**src/rtl/pcp_pkg.sv**
```systemverilog
package pcp_pkg;
  typedef enum logic [1:0] {
    AREA_LO    = 2'd0,
    AREA_HI    = 2'd1,
    AREA_SPARE = 2'd2
  } area_t;

  localparam logic [7:0] CMD_PTR_LO    = 8'h00;
  localparam logic [7:0] CMD_PTR_HI    = 8'h01;
  localparam logic [7:0] CMD_PTR_SPARE = 8'h50;
endpackage

```
**src/rtl/pcp_area_sel.sv**
```systemverilog
module pcp_area_sel
  import pcp_pkg::*;
#(
  parameter logic [7:0] CMD_LO    = CMD_PTR_LO,
  parameter logic [7:0] CMD_HI    = CMD_PTR_HI,
  parameter logic [7:0] CMD_SPARE = CMD_PTR_SPARE
) (
  input  logic       clk,
  input  logic       rst,
  input  logic       cmd_valid,
  input  logic [7:0] cmd_byte,
  input  logic       op_done,
  output area_t      area_q
);
  logic one_shot_q;

  always_ff @(posedge clk) begin
    if (rst) begin
      area_q     <= AREA_LO;
      one_shot_q <= 1'b0;
    end else if (cmd_valid) begin
      if (cmd_byte == CMD_LO) begin
        area_q     <= AREA_LO;
        one_shot_q <= 1'b0;
      end else if (cmd_byte == CMD_HI) begin
        area_q     <= AREA_HI;
        one_shot_q <= 1'b1;
      end else if (cmd_byte == CMD_SPARE) begin
        area_q     <= AREA_SPARE;
        one_shot_q <= 1'b0;
      end
    end else if (op_done && one_shot_q) begin
      area_q     <= AREA_LO;
      one_shot_q <= 1'b0;
    end
  end

  // the one-shot upper pointer falls back after an operation
  p_hi_reverts_r3: assert property (@(posedge clk) disable iff (rst)
    (area_q == AREA_HI && op_done && !cmd_valid) |=> (area_q == AREA_LO));

  // the persistent pointers ignore op_done
  p_persist_r2: assert property (@(posedge clk) disable iff (rst)
    (area_q != AREA_HI && !cmd_valid) |=> $stable(area_q));

  // area never takes the unused code
  p_area_legal_r2: assert property (@(posedge clk) disable iff (rst)
    area_q != 2'd3);
endmodule

```
**src/rtl/pcp_col_count.sv**
```systemverilog
module pcp_col_count
  import pcp_pkg::*;
#(
  parameter int HALF_BYTES  = 256,
  parameter int SPARE_BYTES = 16,
  localparam int PAGE_BYTES = 2 * HALF_BYTES + SPARE_BYTES,
  localparam int COL_W      = $clog2(PAGE_BYTES),
  localparam int OFS_W      = $clog2(HALF_BYTES),
  localparam int SP_W       = $clog2(SPARE_BYTES)
) (
  input  logic             clk,
  input  logic             rst,
  input  area_t            area,
  input  logic             addr_valid,
  input  logic [OFS_W-1:0] addr_byte,
  input  logic             data_strobe,
  output logic [COL_W-1:0] col_q,
  output logic             eop_q
);
  localparam logic [COL_W-1:0] LAST_COL   = COL_W'(PAGE_BYTES - 1);
  localparam logic [COL_W-1:0] BASE_HI    = COL_W'(HALF_BYTES);
  localparam logic [COL_W-1:0] BASE_SPARE = COL_W'(2 * HALF_BYTES);

  logic [COL_W-1:0] load_col;

  always_comb begin
    unique case (area)
      AREA_HI:    load_col = BASE_HI + COL_W'(addr_byte);
      AREA_SPARE: load_col = BASE_SPARE + COL_W'(addr_byte[SP_W-1:0]);
      default:    load_col = COL_W'(addr_byte);
    endcase
  end

  always_ff @(posedge clk) begin
    if (rst) begin
      col_q <= '0;
      eop_q <= 1'b0;
    end else if (addr_valid) begin
      col_q <= load_col;
      eop_q <= 1'b0;
    end else if (data_strobe && !eop_q) begin
      if (col_q == LAST_COL) eop_q <= 1'b1;
      else                   col_q <= col_q + 1'b1;
    end
  end

  // column stays inside the page
  p_col_range_r10: assert property (@(posedge clk) disable iff (rst)
    col_q <= LAST_COL);

  // end of page is sticky and pins the column at the last byte
  p_eop_sticky_r8: assert property (@(posedge clk) disable iff (rst)
    (eop_q && !addr_valid) |=> (eop_q && col_q == LAST_COL));

  // a strobe below the last column advances by one
  p_step_r7: assert property (@(posedge clk) disable iff (rst)
    (data_strobe && !addr_valid && !eop_q && col_q != LAST_COL)
      |=> (col_q == $past(col_q) + 1'b1) && !eop_q);

  // a spare-area load lands inside the spare tail
  p_spare_load_r6: assert property (@(posedge clk) disable iff (rst)
    (addr_valid && area == AREA_SPARE) |=> (col_q >= BASE_SPARE && !eop_q));

  // a load clears the end-of-page flag
  p_load_clears_r5: assert property (@(posedge clk) disable iff (rst)
    addr_valid |=> !eop_q);
endmodule

```
**src/rtl/page_col_ptr.sv**
```systemverilog
module page_col_ptr
  import pcp_pkg::*;
#(
  parameter int HALF_BYTES  = 256,
  parameter int SPARE_BYTES = 16,
  parameter logic [7:0] CMD_LO    = CMD_PTR_LO,
  parameter logic [7:0] CMD_HI    = CMD_PTR_HI,
  parameter logic [7:0] CMD_SPARE = CMD_PTR_SPARE,
  localparam int COL_W = $clog2(2 * HALF_BYTES + SPARE_BYTES),
  localparam int OFS_W = $clog2(HALF_BYTES)
) (
  input  logic             clk,
  input  logic             rst,
  input  logic             cmd_valid,
  input  logic [7:0]       cmd_byte,
  input  logic             addr_valid,
  input  logic [OFS_W-1:0] addr_byte,
  input  logic             data_strobe,
  input  logic             op_done,
  output logic [COL_W-1:0] column,
  output logic             end_of_page,
  output logic [1:0]       area
);
  area_t area_w;

  pcp_area_sel #(
    .CMD_LO(CMD_LO), .CMD_HI(CMD_HI), .CMD_SPARE(CMD_SPARE)
  ) u_sel (
    .clk(clk), .rst(rst), .cmd_valid(cmd_valid), .cmd_byte(cmd_byte),
    .op_done(op_done), .area_q(area_w)
  );

  pcp_col_count #(
    .HALF_BYTES(HALF_BYTES), .SPARE_BYTES(SPARE_BYTES)
  ) u_cnt (
    .clk(clk), .rst(rst), .area(area_w), .addr_valid(addr_valid),
    .addr_byte(addr_byte), .data_strobe(data_strobe),
    .col_q(column), .eop_q(end_of_page)
  );

  assign area = area_w;

  // a non-pointer command touches nothing
  p_unknown_cmd_r4: assert property (@(posedge clk) disable iff (rst)
    (cmd_valid && cmd_byte != CMD_LO && cmd_byte != CMD_HI &&
     cmd_byte != CMD_SPARE && !addr_valid && !data_strobe)
      |=> ($stable(area) && $stable(column) && $stable(end_of_page)));
endmodule

```
**config.mk**
```make
export PLATFORM = sky130hd
export DESIGN_NAME = page_col_ptr
export DESIGN_NICKNAME = d
export VERILOG_FILES = /design/src/rtl/pcp_pkg.sv /design/src/rtl/pcp_area_sel.sv /design/src/rtl/pcp_col_count.sv /design/src/rtl/page_col_ptr.sv
export SDC_FILE = /design/constraint.sdc
export NUM_CORES = 1
export LEC_CHECK = 0
export ABC_AREA = 1
export BUFFER_PORTS_ARGS = -buffer_cell sky130_fd_sc_hd__buf_2
export CAP_MARGIN = 20
export CORE_MARGIN = 2
export CORE_UTILIZATION = 54
export CTS_BUF_LIST = sky130_fd_sc_hd__clkbuf_2
export CTS_CLUSTER_SIZE = 40
export DETAILED_ROUTE_END_ITERATION = 10
export PLACE_DENSITY = 0.86
export SYNTH_ARGS = -nofsm -noshare
export SYNTH_HDL_FRONTEND = slang
export SYNTH_SLANG_ARGS = --single-unit
```
**constraint.sdc**
```tcl
create_clock -name clk -period 3.7 [get_ports clk]
set_clock_uncertainty 0.1 [all_clocks]
set_input_delay 0.185 -clock clk [delete_from_list [all_inputs] [get_ports clk]]
set_output_delay 0.185 -clock clk [all_outputs]
set_load 0.1 [all_outputs]
```
==> Yosys cells after proc, flatten, opt, wreduce, memory -nomap -nowiden <==
Index checks and enable logic that the tools add are counted.
{ "word_totals": {"reg_bits": 14, "latchBits": 0, "mem_bits_rw": 0, "mem_bits_ro": 0, "in_bits": 22, "output_inout_bits": 13, "elab_cells": 38, "mem_count": 0} }
{ "classes": {"add_sub_neg": 3, "n_mul": 0, "div_mod_pow": 0, "order_cmp": 0, "n_eq_ne": 7, "n_shift": 0, "mux": 14, "n_bitwise": 0, "reduce_logical": 10} }
{ "ops": {"columns": ["op", "n"], "rows": [
  ["$mux W10", 3],
  ["$pmux W10 S2", 1],
  ["$add A10 B1 Y10 const B", 1],
  ["$add A10 B4 Y10 const A", 1],
  ["$add A9 B8 Y10 const A", 1],
  ["$eq A10 B10 Y1 const B", 1],
  ["$mux W2", 5],
  ["$eq A8 B1 Y1 const B", 1],
  ["$eq A8 B7 Y1 const B", 1],
  ["$logic_not A8 Y1", 1],
  ["$reduce_and A2 Y1", 3],
  ["$mux W1", 5],
  ["$ne A4 B1 Y1 const B", 1],
  ["$reduce_bool A2 Y1", 2],
  ["$eq A2 B1 Y1 const B", 1],
  ["$eq A2 B2 Y1 const B", 1],
  ["$logic_and A1 B1 Y1", 2],
  ["$ne A2 B2 Y1 const B", 1],
  ["$reduce_or A2 Y1", 1],
  ["$logic_not A1 Y1", 1]
]} }

==> Longest topological paths before layout <==
Gate-level depths: netlist of the first run.
{ "logic_depth": {"ltp_word": 5, "depth_mapped": 10, "ltp_nobuf": 9} }

==> By module <==
From an unflattened synthesis of the first run, not the netlist that was laid out.
{ "hier_totals": {"hier_cells": 167, "area_unflattened_um2": 994.7} }
{ "modules_own_cells": {"columns": ["module", "instances", "cells_per_inst", "area_per_inst_um2", "seq_area_each_um2"], "rows": [
  ["pcp_col_count", 1, 133, 819.5, 220.2],
  ["pcp_area_sel", 1, 34, 175.2, 40.0]
]} }

==> Worst setup path before layout of the first run <==
Ideal clock, no wire load.
{ "synth_path": {"path_type": "reg-to-reg", "from": "register u_cnt.col_q[1]", "to": "register u_cnt.col_q[3]", "setup_ns": 0.067, "t_arrival_ns": 2.052, "t_required_ns": 3.533, "path_slack_ns": 1.481, "stages_incl_launch_ff": 9, "path_cell_list": "dfxtp_1 -> ha_1 -> nand3_2 -> nor2_2 -> nand3_2 -> nand2_2 -> buf_6 -> nand2_1 -> a21oi_2"} }
{ "synth_via": {"elab_chain_len": 4, "elab_cells_between_ends": 7, "classes_between": "add/sub: 1; eq/ne: 2; mux: 3; reduce/logical: 1"} }
{ "synth_rtl": {"columns": ["element", "line_no", "source"], "rows": [
  ["from (decl)", "pcp_col_count.sv:17", "output logic [COL_W-1:0] col_q,"],
  ["from (signal assigned)", "pcp_col_count.sv:39", "col_q <= load_col;"],
  ["from (signal assigned)", "pcp_col_count.sv:43", "else col_q <= col_q + 1'b1;"],
  ["$add A10 B1 Y10", "pcp_col_count.sv:43", null],
  ["$mux W10", "pcp_col_count.sv:42", "if (col_q == LAST_COL) eop_q <= 1'b1;"],
  ["$mux W10", "pcp_col_count.sv:41", "end else if (data_strobe && !eop_q) begin"],
  ["$mux W10", "pcp_col_count.sv:38", "end else if (addr_valid) begin"]
]} }
Several ways; a longest one is shown, not always the timed one. The select of a mux whose other input is x is not followed.
A chain may end at the register's enable or synchronous reset.

==> Worst setup path in the final report of the first run <==
{ "layout_path": {"from": "register u_cnt.col_q[0]", "to": "register u_cnt.col_q[6]"} }
The elaborated chain is that of the path after synthesis.

==> metrics.md, run 1 <==
| Metric | Value |
|---|---|
| Routability cong. | `0.909` |
| Max Cap Viol | `0` |
| Slew headroom | `0.672` |
| Leading cell type in the layout, fill and taps excluded | `nand2_1` |
| Share of cells above drive strength 1 | `0.281` |
| Seq pwr share | `0.452` |
| # fillers | `162` |
| Maximum vdd drop | `0.173 mV` |
| Crit path DAT | `1.76 ns` |
| Worst slew pin tran | `0.495 ns` |
| Util after Layout | `0.662` |
| Die Ht | `46.0 um` |
| DRT antenna net count | `0` |
| Largest net degree at the start of global routing | `13` |
| Vias | `1084` |
| Slew Viols, Final | `0` |
| DRT Pass-1 Iters | `4` |
| Synth Area in Simple Gates | `0.445` |
| # setup viols final | `0` |
| Vias per std cell | `5.37` |
| Most frequent cells in the layout | `nand2_1, buf_2, nor2_1` |
| Fmax | `599 MHz` |
| Worst flop-to-flop path endpoint | `u_cnt.col_q[6]` |
| Core Area | `1690 um^2` |
| Internal power | `204 uW` |
| Fin Setup TNS | `0 ns` |
| CTS tree | `built` |
| Largest family of logic cells by synthesized area | `simple AND/OR/NAND/NOR gates` |
| Top post-synthesis cells by area | `dfxtp_1, nand2_1, nor2_1` |
| Synth Area in Compound Gates | `0.122` |
| Switching Share | `0.416` |
| R2R setup slack | `2.03 ns` |
| HPWL Detailed | `1.69 mm` |
| Prevailing post-synth register cell | `dfxtp_1` |
| Biggest area consumer among synthesized cells | `dfxtp_1` |
| Post-Synth XOR/XNOR Area | `0.0184` |
| Non-filler cells, final | `202` |
| Status | `finished, final reports clean` |
| Clock Sinks | `13` |
| CP Data Required Time | `3.79 ns` |
| Multiplexer area fraction after synthesis | `0` |
| Seq/Total Area, Yosys | `0.274` |
| # diodes | `0` |
| Final WL | `2.27 mm` |
| Die W | `46.0 um` |
| Flops & latches, synth | `13` |
| Combinational power share | `0.320` |
| Buffers added on ports | `34` |
| Synth top area share | `0.274` |
| Starting Density | `0.563` |
| Hold Crit Start | `addr_byte[2]` |
| Min Tclk post-route | `1.67 ns` |
| HP Class | `in -> reg` |
| Top Usage Layer GRT | `met2` |
| Root buffer cell | `clkbuf_2` |
| Initial antenna violation count | `0` |
| Final period util | `0.451` |
| CP Class | `reg -> reg` |
| Fraction of registers with async set/reset | `0` |
| Synth warnings | `0` |
| Placed Cells | `198` |
| Vias in the first global route | `899` |
| Number of synthesized flops with an enable pin | `0` |
| Final Hold Viols | `0` |
| Pleak | `0.000560 uW` |
| Post-synth net total | `178` |
| Clock-pin slew on the worst setup and hold paths | `0.14 ns` |
| Rows | `15` |
| First-pass GRT wire length | `3.71 mm` |
| Cts repair resizes | `0` |
| Unrepaired setup endpoints after global routing | `false` |
| Met2 Track Usage GR | `0.361` |
| Hold Path Cell Cnt | `3` |
| Clk_lat worst skew | `0.29 ns` |
| Post-synthesis cell area | `951 um^2` |
| DR iter-0 viols | `28` |
| H-tree depth | `1` |
| DR DRC count | `0` |
| R2R cell count | `8` |
| CP startpoint kind | `flop` |
| Drt wl/cell | `11.2 um` |
| Post-Syn Area per Cell | `6.22 um^2` |
| Worst Hold Endpoint | `u_cnt.col_q[2]` |
| Die Area | `2110 um^2` |
| Worst hold slack | `0.0728 ns` |
| Clk network pwr share | `0.227` |
| Post-CTS setup repair buffer count | `0` |
| CTS buffer count | `3` |
| Tot Pwr | `350 uW` |
| Num ports | `35` |
| RR Startpoint | `u_cnt.col_q[0]` |
| Synth-to-layout area growth | `17.6%` |
| CTS Hold Bufs | `0` |
| Global Route Usage Sum | `0.241` |
| M1 GR Usage | `0.334` |
| Post-synthesis adder-cell area fraction | `0.0395` |
| GRT overflow | `0` |
| Met3 usage | `0.0357` |
| Worst Path Max Fanout | `12` |
| Net count, final | `211` |
| Power per cell area | `312 nW/um^2` |
| Synth unique cells | `25` |
| Syn Inst Count | `153` |
| Max clock buf depth | `2` |
| P_sw | `146 uW` |
| CP endpoint kind | `flop` |
[worst max path at each step]
stage	from	end	cells after the start
after floorplan	u_cnt.col_q[1]	u_cnt.col_q[3]	8
after global placement	u_cnt.col_q[0]	u_cnt.col_q[6]	8
after detailed placement	u_cnt.col_q[0]	u_cnt.col_q[6]	8
after CTS	u_cnt.col_q[0]	u_cnt.col_q[6]	8
after global routing	u_cnt.col_q[0]	u_cnt.col_q[6]	8
final	u_cnt.col_q[0]	u_cnt.col_q[6]	8
[sequential cells by signal, summed over array words and instances (netlist names)]
register / cells
u_cnt.eop_q: 1
u_sel.area_q: 1
u_sel.one_shot_q: 1
u_cnt.col_q: 10
[routing by layer]
layer	vias to the layer above	part of all wire
met1	462	0.46
met2	54	0.44
li1	558	-
met4	0	0.030
met3	10	0.070
met5	-	0
[Yosys cell counts (2+ instances only)]
master	n
a21oi_1	5
a21oi_2	4
buf_2	2
buf_6	2
dfxtp_1	13
ha_1	3
inv_1	14
nand2_1	45
nand3_1	12
nand3_2	2
nand4_1	3
nor2_1	19
nor2_2	4
nor3_1	4
o21ai_0	8
o21ai_1	2
or2_2	3
[kinds of logic after synthesis]
logic type,count (synthesis)
AOI/OAI and AO/OA,20
xor gates and xnor gates,2
adders and majority gates,3
buffers and inverters,20
DFF,13
and+or+nand+nor,95
[per-stage QoR]
| step | instance area [um^2] | worst slack (ns) |
|---|---|---|
| after detailed placement | 1100 | 2.07 |
| after global placement | 1100 | 2.11 |
| after CTS | 1120 | 2.05 |
| final | 1120 | 2.03 |
| after global routing | 1120 | 1.87 |
| after floorplan | 951 | 1.48 |
[critical path, stage by stage, from the launching register on]
cell and delay, ns:
dfxtp_1 0.41, ha_1 0.22, nand3_2 0.11, nor2_2 0.13, nand3_2 0.07, nand2_2 0.20
inv_1 0.12, o21ai_0 0.16, nor2_1 0.06
[final cells by class]
cell class,count,area (um^2),area share
multi-input combinational,120,594,0.531
sequential,13,260,0.233
timing repair buffer,34,170,0.152
inverter,14,52.6,0.0470
tap,17,21.3,0.0190
clock buffer,4,20.0,0.0179
[power by group through the flow]
| stage | Sequential [uW] | Clock (uW) | Combinational [uW] |
|---|---|---|---|
| CTS | 158 | 81.6 | 112 |
| global route | 160 | 84.6 | 121 |
| global placement | 160 | 0 | 110 |
| finish | 158 | 79.4 | 112 |
| detailed placement | 161 | 0 | 111 |
| floorplan | 208 | 0 | 41.5 |
(Power assumes the default switching activity.)
==> run 2: changes to the inputs <==
--- a/config.mk
+++ b/config.mk
@@ -9,11 +9,11 @@
 export BUFFER_PORTS_ARGS = -buffer_cell sky130_fd_sc_hd__buf_2
 export CAP_MARGIN = 20
 export CORE_MARGIN = 2
-export CORE_UTILIZATION = 54
+export CORE_UTILIZATION = 45
 export CTS_BUF_LIST = sky130_fd_sc_hd__clkbuf_2
 export CTS_CLUSTER_SIZE = 40
 export DETAILED_ROUTE_END_ITERATION = 10
-export PLACE_DENSITY = 0.86
+export PLACE_DENSITY = 0.77
 export SYNTH_ARGS = -nofsm -noshare
 export SYNTH_HDL_FRONTEND = slang
 export SYNTH_SLANG_ARGS = --single-unit
==> constraint.sdc (replaced) <==
create_clock -name clk -period 1.5 [get_ports clk]
set_clock_uncertainty 0.1 [all_clocks]
set_input_delay 0.075 -clock clk [delete_from_list [all_inputs] [get_ports clk]]
set_output_delay 0.075 -clock clk [all_outputs]
set_load 0.1 [all_outputs]
==> run 2 against run 1 <==
Effect of this change: sequential share of layout area decreased by 0.51 points; critical path depth decreased by 1; cell area up 17%; count of clock-buffer cells in the layout stayed put; sequential power is 150% higher; maximum frequency increased by 14%; global-route usage shrank 0.69 points; total power rose to 2.5 times the previous value; sequential cell count unchanged; core utilization decreased by 0.19 points; critical path type unchanged; critical endpoint is now u_cnt.col_q[0].
==> metrics.md, run 2 (same netlist as run 1, synthesis figures left out) <==
| Metric | Value |
|---|---|
| Status | `finished, final reports clean` |
| Placed Cells | `211 (+6.6%)` |
| Die Area | `2500 um^2 (+18%)` |
| Most frequent cells in the layout | `nand2_1, buf_2, nor2_1` |
| Worst slew pin tran | `0.505 ns (+0.00968 ns)` |
| Slew Viols, Final | `0 (unchanged)` |
| CTS tree | `built` |
| Largest net degree at the start of global routing | `13 (unchanged)` |
| HP Class | `in -> reg` |
| M1 GR Usage | `0.274 (-0.0604)` |
| H-tree depth | `1 (unchanged)` |
| Core Area | `1980 um^2 (+17%)` |
| First-pass GRT wire length | `4.46 mm (+20%)` |
| Unrepaired setup endpoints after global routing | `true` |
| Starting Density | `0.480 (-0.0832)` |
| Worst Path Max Fanout | `4 (-8)` |
| Clock-pin slew on the worst setup and hold paths | `0.14 ns (about the same)` |
| Num ports | `35 (unchanged)` |
| Most flop-heavy register | `u_cnt.col_q` |
| CP Class | `reg -> reg` |
| Max FFs per register | `10 (unchanged)` |
| Die W | `50.0 um (+8.7%)` |
| Non-filler cells, final | `224 (+11%)` |
| Routability cong. | `0.894 (-1.6%)` |
| Vias per std cell | `5.19 (-3.3%)` |
| Clock Sinks | `13 (unchanged)` |
| Final period util | `0.976 (+0.525)` |
| Final WL | `2.75 mm (+22%)` |
| Leading cell type in the layout, fill and taps excluded | `nand2_1` |
| CP startpoint kind | `flop` |
| R2R cell count | `7 (-1)` |
| Max clock buf depth | `2 (unchanged)` |
| Met2 Track Usage GR | `0.402 (+0.0411)` |
| Root buffer cell | `clkbuf_2` |
| Worst Hold Endpoint | `u_sel.area_q[1]` |
| Share of cells above drive strength 1 | `0.396 (+0.115)` |
| Drt wl/cell | `12.3 um (+9.6%)` |
| Maximum vdd drop | `0.456 mV (+160%)` |
| # diodes | `0 (unchanged)` |
| # setup viols final | `0 (unchanged)` |
| Slew headroom | `0.666 (-0.00641)` |
| Global Route Usage Sum | `0.234 (-0.00687)` |
| Max Cap Viol | `0 (unchanged)` |
| Vias in the first global route | `1103 (+23%)` |
| Top Usage Layer GRT | `met2` |
| Met3 usage | `0.0394 (+0.00368)` |
| Hold Path Cell Cnt | `4 (+1)` |
| DRT Pass-1 Iters | `4 (unchanged)` |
| Hold Crit Start | `cmd_byte[2]` |
| Vias | `1162 (+7.2%)` |
| R2R setup slack | `0.04 ns (-1.99 ns)` |
| Final Hold Viols | `0 (unchanged)` |
| GRT overflow | `0 (unchanged)` |
| Die Ht | `50.0 um (+8.7%)` |
| Initial antenna violation count | `0 (unchanged)` |
| Power per cell area | `681 nW/um^2 (+120%)` |
| CTS buffer count | `3 (unchanged)` |
| Fmax | `683 MHz (+14%)` |
| Synth-to-layout area growth | `37.6%` |
| Crit path DAT | `1.57 ns (-0.19 ns)` |
| DR iter-0 viols | `36 (+29%)` |
| DRT antenna net count | `0 (unchanged)` |
| Tot Pwr | `891 uW (+150%)` |
| HPWL Detailed | `2.02 mm (+19%)` |
| Crit path launch | `u_cnt.col_q[1]` |
| Pleak | `0.000625 uW (+12%)` |
| Rows | `16 (+1)` |
| Buffers added on ports | `34 (unchanged)` |
| Worst flop-to-flop path endpoint | `u_cnt.col_q[0]` |
| CP Data Required Time | `1.60 ns (-2.19 ns)` |
| Net count, final | `223 (+5.7%)` |
| RR Startpoint | `u_cnt.col_q[1]` |
| Min Tclk post-route | `1.46 ns (-0.206 ns)` |
| DR DRC count | `0 (unchanged)` |
| CP endpoint kind | `flop` |
| Clk_lat worst skew | `0.27 ns (-0.02 ns)` |
==> run 2: cell types whose count changed in the layout (fill, tap and decap cells not counted), sizes merged <==
| cell | change |
|---|---|
| dlygate4sd3 | +4 |
| buf | +7 |
| nand2 | +1 |
==> run 2: repair_timing <==
action                                  in CTS  in global routing
hold buffers                                 4                  0
gates cloned                                 0                  1
endpoints found under the setup margin       5                  8
resized for setup                            1                  3
setup buffers                                0                  4
hold endpoints to repair                     3                  0
==> run 2: layer usage <==
layer | part of all wire | up-vias
met5 | 0 | -
li1 | - | 581
met3 | 0.056 | 8
met2 | 0.49 | 38
met4 | 0.019 | 0
met1 | 0.44 | 535
==> run 2: report_power, final <==
part / internal, uW / leakage (uW) / switching [uW]
registers: 358 / 0.000114 / 30.8
logic: 90.4 / 0.000495 / 220
clock network: 70.7 / 0.0000166 / 121
total: 519 / 0.000625 / 372
==> run 2: cell type report <==
type,count,area (um^2)
Tap cell,27,33.8
Multi-Input combinational cell,121,642
Sequential cell,13,298
Inverter,14,52.6
Timing Repair Buffer,45,263
Clock buffer,4,20.0
Fill cell,184,673
==> run 2: worst max path at each step <==
stage                     endpoint  slack, ns  cells past startpoint
CTS                 u_cnt.col_q[0]       0.01                      7
global placement    u_cnt.col_q[6]       0.06                      8
detailed placement  u_cnt.col_q[6]      -0.01                      8
global route        u_cnt.col_q[0]      -0.04                      7
floorplan           u_cnt.col_q[5]      -0.05                      9
finish              u_cnt.col_q[0]       0.04                      7
==> run 2: critical path, stage by stage (launching register included) <==
cell     delay (ns)
dfxtp_4        0.40
ha_4           0.15
nand3_2        0.10
nor2_1         0.16
nand3_2        0.12
nand3_1        0.14
nand2_1        0.07
a21oi_1        0.16
==> run 2: stage by stage <==
stage               utilization  setup WS [ns]  hold slack, ns  TNS [ns]  area, um^2
floorplan                     -        -0.0485           0.132    -0.255        1020
global placement          0.607         0.0576           0.262         0        1200
detailed placement        0.607        -0.0105           0.259   -0.0125        1200
CTS                       0.640         0.0138         0.00639         0        1270
global route              0.660        -0.0368         0.00511   -0.0593        1310
finish                    0.660         0.0353         0.00861         0        1310
